`config.mk`:
```
export PLATFORM = sky130hd
export DESIGN_NAME = pfc_fetch_ctrl
export DESIGN_NICKNAME = d
export VERILOG_FILES = /design/src/rtl/pfc_pkg.sv /design/src/rtl/pfc_br_decode.sv /design/src/rtl/pfc_resolve.sv /design/src/rtl/pfc_pc_select.sv /design/src/rtl/pfc_fetch_ctrl.sv
export SDC_FILE = /design/constraint.sdc
export NUM_CORES = 1
export LEC_CHECK = 0
export CORE_ASPECT_RATIO = 1.1
export CORE_MARGIN = 5
export CORE_UTILIZATION = 41
export DETAILED_ROUTE_END_ITERATION = 6
export GPL_TIMING_DRIVEN = 0
export PLACE_DENSITY = 0.82
export RECOVER_POWER = 100
export SLEW_MARGIN = 20
export SYNTH_ARGS = -nofsm -noshare
export SYNTH_HDL_FRONTEND = slang
export SYNTH_SLANG_ARGS = --single-unit
```
`constraint.sdc`:
```
create_clock -name clk -period 3.2 [get_ports clk]
set_clock_uncertainty 0.1 [all_clocks]
set_input_delay 0.32 -clock clk [delete_from_list [all_inputs] [get_ports clk]]
set_output_delay 0.32 -clock clk [all_outputs]
set_load 0.005 [all_outputs]
```
`src/rtl/pfc_pkg.sv`:
```
package pfc_pkg;

    localparam int unsigned PFC_XLEN = 32;
    localparam int unsigned PFC_ILEN = 32;

    typedef logic [PFC_XLEN-1:0] addr_t;
    typedef logic [PFC_ILEN-1:0] word_t;

    typedef enum logic [1:0] {
        SRC_SEQ     = 2'd0,
        SRC_PRED    = 2'd1,
        SRC_RECOVER = 2'd2
    } pc_src_e;

    typedef struct packed {
        addr_t pc;
    } pfc_state_t;

endpackage

```
`src/rtl/pfc_br_decode.sv`:
```
module pfc_br_decode
    import pfc_pkg::*;
#(
    parameter int unsigned     OPC_W    = 6,
    parameter int unsigned     OPC_LSB  = 26,
    parameter int unsigned     IMM_W    = 16,
    parameter logic [OPC_W-1:0] BR_OPC  = 6'h04,
    parameter int unsigned     ALIGN_SH = 2
) (
    input  logic [PFC_ILEN-1:0] word_i,
    input  logic [PFC_XLEN-1:0] pc_i,
    output logic                hit_o,
    output logic [PFC_XLEN-1:0] target_o
);
    localparam int unsigned EXT_W = PFC_XLEN - IMM_W;

    logic [OPC_W-1:0]    opcode;
    logic [IMM_W-1:0]    imm;
    logic [PFC_XLEN-1:0] offset;
    logic                unused_mid;

    assign opcode     = word_i[OPC_LSB +: OPC_W];
    assign imm        = word_i[IMM_W-1:0];
    assign unused_mid = ^word_i[OPC_LSB-1:IMM_W];

    // Decision on opcode only: no ALU status is consulted here.
    assign hit_o    = (opcode == BR_OPC);
    assign offset   = {{EXT_W{imm[IMM_W-1]}}, imm} << ALIGN_SH;
    assign target_o = pc_i + offset;

endmodule

```
`src/rtl/pfc_resolve.sv`:
```
module pfc_resolve #(
    parameter int unsigned SLOTS = 2
) (
    input  logic             ex_branch_i,
    input  logic             ex_zero_i,
    output logic             mispredict_o,
    output logic [SLOTS-1:0] squash_o
);
    // Guess was "taken"; a nonzero operand proves it wrong.
    assign mispredict_o = ex_branch_i & ~ex_zero_i;

    generate
        for (genvar g = 0; g < SLOTS; g++) begin : g_slot
            assign squash_o[g] = mispredict_o;
        end
    endgenerate

endmodule

```
`src/rtl/pfc_pc_select.sv`:
```
module pfc_pc_select
    import pfc_pkg::*;
(
    input  logic [PFC_XLEN-1:0] seq_pc_i,
    input  logic [PFC_XLEN-1:0] pred_pc_i,
    input  logic [PFC_XLEN-1:0] recover_pc_i,
    input  logic                pred_hit_i,
    input  logic                mispredict_i,
    output logic [PFC_XLEN-1:0] next_pc_o
);
    pc_src_e src;

    always_comb begin
        if (mispredict_i) begin
            src = SRC_RECOVER;
        end else if (pred_hit_i) begin
            src = SRC_PRED;
        end else begin
            src = SRC_SEQ;
        end
    end

    always_comb begin
        unique case (src)
            SRC_RECOVER: next_pc_o = recover_pc_i;
            SRC_PRED:    next_pc_o = pred_pc_i;
            default:     next_pc_o = seq_pc_i;
        endcase
    end

endmodule

```
`src/rtl/pfc_fetch_ctrl.sv`:
```
module pfc_fetch_ctrl
    import pfc_pkg::*;
#(
    parameter int unsigned      OPC_W    = 6,
    parameter int unsigned      OPC_LSB  = 26,
    parameter int unsigned      IMM_W    = 16,
    parameter logic [OPC_W-1:0] BR_OPC   = 6'h04,
    parameter logic [31:0]      NOP_WORD = 32'h0000_0021
) (
    input  logic                clk,
    input  logic                rst_n,
    input  logic [PFC_ILEN-1:0] fetch_word_i,
    input  logic                ex_is_branch_i,
    input  logic                ex_zero_i,
    input  logic [PFC_XLEN-1:0] ex_fallthru_pc_i,
    output logic [PFC_XLEN-1:0] pc_o,
    output logic [PFC_XLEN-1:0] next_pc_o,
    output logic [PFC_XLEN-1:0] fallthru_pc_o,
    output logic                ifid_squash_o,
    output logic                idex_squash_o,
    output logic [PFC_ILEN-1:0] nop_word_o
);
    localparam int unsigned INSTR_BYTES = PFC_ILEN / 8;
    localparam int unsigned ALIGN_SH    = $clog2(INSTR_BYTES);
    localparam int unsigned SLOTS       = 2;

    pfc_state_t          state_d, state_q;
    logic                pred_hit;
    logic [PFC_XLEN-1:0] pred_pc;
    logic [PFC_XLEN-1:0] seq_pc;
    logic [PFC_XLEN-1:0] sel_pc;
    logic                mispredict;
    logic [SLOTS-1:0]    squash;

    assign seq_pc = state_q.pc + PFC_XLEN'(INSTR_BYTES);

    pfc_br_decode #(
        .OPC_W   (OPC_W),
        .OPC_LSB (OPC_LSB),
        .IMM_W   (IMM_W),
        .BR_OPC  (BR_OPC),
        .ALIGN_SH(ALIGN_SH)
    ) u_decode (
        .word_i  (fetch_word_i),
        .pc_i    (state_q.pc),
        .hit_o   (pred_hit),
        .target_o(pred_pc)
    );

    pfc_resolve #(
        .SLOTS(SLOTS)
    ) u_resolve (
        .ex_branch_i (ex_is_branch_i),
        .ex_zero_i   (ex_zero_i),
        .mispredict_o(mispredict),
        .squash_o    (squash)
    );

    pfc_pc_select u_select (
        .seq_pc_i    (seq_pc),
        .pred_pc_i   (pred_pc),
        .recover_pc_i(ex_fallthru_pc_i),
        .pred_hit_i  (pred_hit),
        .mispredict_i(mispredict),
        .next_pc_o   (sel_pc)
    );

    always_comb begin
        state_d    = state_q;
        state_d.pc = sel_pc;
    end

    always_ff @(posedge clk or negedge rst_n) begin
        if (!rst_n) begin
            state_q <= '0;
        end else begin
            state_q <= state_d;
        end
    end

    assign pc_o          = state_q.pc;
    assign next_pc_o     = state_d.pc;
    assign fallthru_pc_o = seq_pc;
    assign ifid_squash_o = squash[0];
    assign idex_squash_o = squash[SLOTS-1];
    assign nop_word_o    = NOP_WORD;

endmodule

```
Word level (Yosys, flattened, before mapping) --
Index checks and enable logic that the tools add are counted.
Storage, ports and cells: flip-flop bits (word level) 32, input port bits 68, logic and storage cells 11
Cells by class: add/subtract/negate cells 2, equal/unequal tests 3, mux-type cells 3, bitwise operators 2
Operators by type and width (count):
- 32-bit one-hot mux with 2 select lines | 1
- 32-bit by 3-bit adder with 32-bit output, second input constant | 1
- 32-bit adder | 1
- 6-bit by 3-bit equality test with 1-bit output, second input constant | 1
- 2-bit by 1-bit equality test with 1-bit output, second input constant | 1
- 2-bit equality test, second input constant | 1
- 2-bit 2-to-1 mux | 1
- 1-bit AND | 1
- 1-bit 2-to-1 mux | 1
- 1-bit NOT | 1

Logic depth before layout (Yosys ltp) --
depth in word-level cells 5, mapped depth 11, gate-level depth less buffers 11

Modules after synthesis --
From an unflattened synthesis, not the netlist that was laid out.
Unflattened totals: cell total of the unflattened synthesis 509, area, all modules 4135.2 um^2
By module, submodules not included:
- pfc_br_decode | times used 1, cells an instance 251, area each 1734.2 um^2, seq. area each 0.0 um^2
- pfc_fetch_ctrl | times used 1, cells an instance 148, area each 1657.8 um^2, seq. area each 800.8 um^2
- pfc_pc_select | times used 1, cells an instance 107, area each 714.4 um^2, seq. area each 0.0 um^2
- pfc_resolve | times used 1, cells an instance 3, area each 28.8 um^2, seq. area each 0.0 um^2

Worst setup path after synthesis --
Ideal clock, no wire load.
path kind reg2out, from register state_q (netlist bit pc_o[2]), to output port next_pc_o[24], arrival time 2.542 ns, required time 2.780 ns, slack 0.238 ns, stages on the path, launching flop included 12, cells stage by stage dfrtp_1 > ha_1 > inv_1 > fa_1 > and2b_1 > o2111ai_4 > a31oi_4 > o211ai_2 > a31oi_2 > nand2_1 > mux2_4 > a21oi_2
On the way: word-level cells in the longest chain between the ends 2, elaborated cells between the ends (all ways) 3, those cells by class add/sub (2); mux (1)
RTL lines:
- start: declaration | line pfc_fetch_ctrl.sv:27 | pfc_state_t state_d, state_q;
- start signal: assignment | line pfc_fetch_ctrl.sv:77 | state_q <= state_d;
- 32-bit by 3-bit adder with 32-bit output / 32-bit adder (equally long branches) | line pfc_fetch_ctrl.sv:35, pfc_br_decode.sv:29
- 32-bit one-hot mux with 2 select lines * | line pfc_pc_select.sv:24 | unique case (src)
- end: declaration | line pfc_fetch_ctrl.sv:17 | output logic [PFC_XLEN-1:0] next_pc_o,
Every way passes the cells marked *; elsewhere a longest branch is shown, timed or not.

Final worst setup path --
Ends and elaborated chain as after synthesis.

==> summary.txt <==
Routing
  – DRT Pass-1 Iters: 7
  – Final antenna-violating net count: 0
  – Routed vias/inst: 5.61
  – DRT iter0 DRCs: ~280
  – Via count: 4,918
  – Drt drc: 4
  – Wirelength, routed: 16,900 um
  – WL/cell: between 15 and 20 um

Layout
  – Post-layout util: between 70% and 80%
  – Nets: 857
  – Antenna diodes: 0
  – Most frequent cells in the layout: clkdlybuf4s50_1 (109), buf_4 (90), nand2_1 (56), nor2_1 (41), a21oi_1 (34)
  – Area growth, synth to finish: 74.3%
  – Non-Filler Instances: around 900
  – Max reg flops: 32
  – Layout cells sized above 1: 31.5%
  – Cell area after layout: about 6800 um^2
  – Commonest non-fill, non-tap cell in the layout: clkdlybuf4s50_1

Timing
  – Unrepaired setup endpoints after global routing: true
  – Final count of hold timing violations: 0
  – Worst-Margin Slew: 1.20 ns
  – Normalized max-slew margin: between 10% and 20%
  – Fin worst setup slack: -0.214 ns
  – Setup-failing EPs final: 14
  – Max Slew Vio Count: 0
  – Setup TNS: -1.95 ns
  – Min Tclk post-route: 3.41 ns
  – Period utilization: 107%
  – F_max: roughly 0.29 GHz

Logic synthesis
  – Synth area leader: dfrtp_1
  – Area of the mapped netlist: 3920 um^2
  – Synth top area cells: dfrtp_1 (20%), ha_1 (9.6%), buf_4 (6.7%)
  – Post-synthesis register bit count: 32
  – Sequential area share after synthesis: approximately a fifth
  – EDFF count, synth: 0
  – YS warnings: 0
  – Synth Flop Type: dfrtp_1
  – Post-Synthesis Cells: ~500
  – Library cells used by synthesis: about 70
  – Syn Area/Cell: 7.78 um^2
  – Area share of the largest cell type after synthesis: 20.4%
  – Post-synthesis async set-or-reset flop share: between 90% and 100%

Placed design
  – GPL Wtd Cong: slightly below 0.9
  – Port bufs: between 150 and 200
  – Placed Area: 5750 um^2
  – DP Worst Slack: -1.10 ns
  – Post-DP HPWL: between 10,000 and 15,000 um
  – Cell total after placement: approximately 810

Floorplanning
  – Full die area: 11,600 um^2
  – Core area: ~9400 um^2
  – Die Span Y: 113 um
  – Initial Utilization: 41.9%
  – Num rows: 37
  – # IOs: 198
  – Die W: 103 um

Global route
  – Number of global-route vias before repair: 4,872
  – First-pass GRT wire length: 24,300 um
  – Initial antenna violation count: 0
  – Remaining global-route overflow: 0
  – Largest net degree at the start of global routing: 18
  – Tot GR Track Use: 26.3%

Clock tree
  – H-Tree Level Count: 2
  – Clock buffer depth: 2
  – TritonCTS buffer count: 5
  – CTS clk-pin slew, worst paths: ~0.07 ns
  – Root Driver: clkbuf_8
  – Total number of clock tree sinks: 32
  – CTS tree: built
  – Clock network latency to the later pin of the worst-skew pair: 0.30 ns

Run
  – Max Cap Violations: 0

Outcome
  – Status: finished, violations left
  – Violated checks: design-rule violations, negative setup slack

Setup path
  – Worst setup SP type: register
  – Worst EP required: 2.78 ns
  – Critical Setup Path Class: reg -> out
  – Worst Path Max Fanout: 3
  – Reg2Reg Setup Slack: about 0.24 ns
  – CP Data Arrival Time: 2.99 ns
  – CP Capture Type: primary output

Power
  – Leak: roughly 3.0 nW
  – PwrDens: 539 nW/um^2
  – VDD IR max: around 0.4 mV

Hold path
  – Hold WC Path Type: reg -> reg
## critical path, cell delays in order, from the launching register on
cell and delay (ns):
dfrtp_2 0.40, ha_4 0.15, inv_2 0.04, fa_2 0.35
and2b_2 0.26, o2111ai_4 0.17, a31oi_4 0.26, o211ai_4 0.12
a31oi_4 0.21, buf_6 0.14, nand2_4 0.05, mux2_4 0.31
a21oi_2 0.13, buf_2 0.13
## Yosys cell counts (12+ instances only)
master    number
o22ai_1       13
nor2_1        44
o21ai_0       20
xor2_1        18
nand4_1       14
ha_1          30
xnor2_1       29
nand3_1       21
inv_1         12
buf_4         35
clkbuf_1      14
dfrtp_1       32
nand2_1       62
a21oi_1       49
## timing repair
item                       in CTS  in global routing
hold buffers                    1                  0
gates resized for setup       145                 76
setup buffers                  37                 25
hold endpoints to repair       15                  0
setup endpoints to repair      31                 31
pin swaps                      44                 38
## kinds of logic (layout without fill, tap and decap cells)
group                    after synthesis  after routing  synth area share (%)
adder cells (fa/ha/maj)               31             31                  10.1
AND/OR/NAND/NOR                      184            184                  23.6
buffers and inverters                 67            292                  9.89
flip-flops                            32             32                  20.4
AO/OA/AOI/OAI                        136            136                  23.4
XOR/XNOR                              50             50                  11.7
multiplexers                           2              2                 0.638
other                                  2             32                 0.192
## metrics by stage
stage	power, mW	hold WS (ns)
2_1_floorplan	1.74	-0.0756
3_3_place_gp	2.65	0.409
3_5_place_dp	2.67	0.185
4_1_cts	3.34	0.409
5_1_grt	3.90	0.512
6_report	3.69	0.457
## routing by layer
layer,track usage [%],routed length [um]
met5,0,0
met4,7.86,460
met3,5.72,1500
met2,46.6,8600
met1,31.1,6300
## layout make-up
type,instances,area [um^2]
buffer,53,367
clock buffer,8,90.1
fill,717,2520
inverter,12,45.0
multi-input combinational,435,3390
sequential,32,813
tap,117,146
timing repair buffer,219,1980
## final timing paths
kind | startpoint | to | cells after the start
min in group asynchronous | rst_n | pc_o[24] | 2
worst min-delay path | pc_o[1] | pc_o[1] | 2
max in group asynchronous | rst_n | pc_o[11] | 3
worst max-delay path | pc_o[2] | next_pc_o[24] | 13
worst max register to register | pc_o[2] | pc_o[10] | 16
worst min register to register | pc_o[1] | pc_o[1] | 2
## report_power, final
group / internal (mW) / switching, mW
Sequential: 0.500 / 0.165
Clock: 0.176 / 0.173
Combinational: 1.43 / 1.25
Total: 2.10 / 1.58
(Power assumes the default switching activity.)
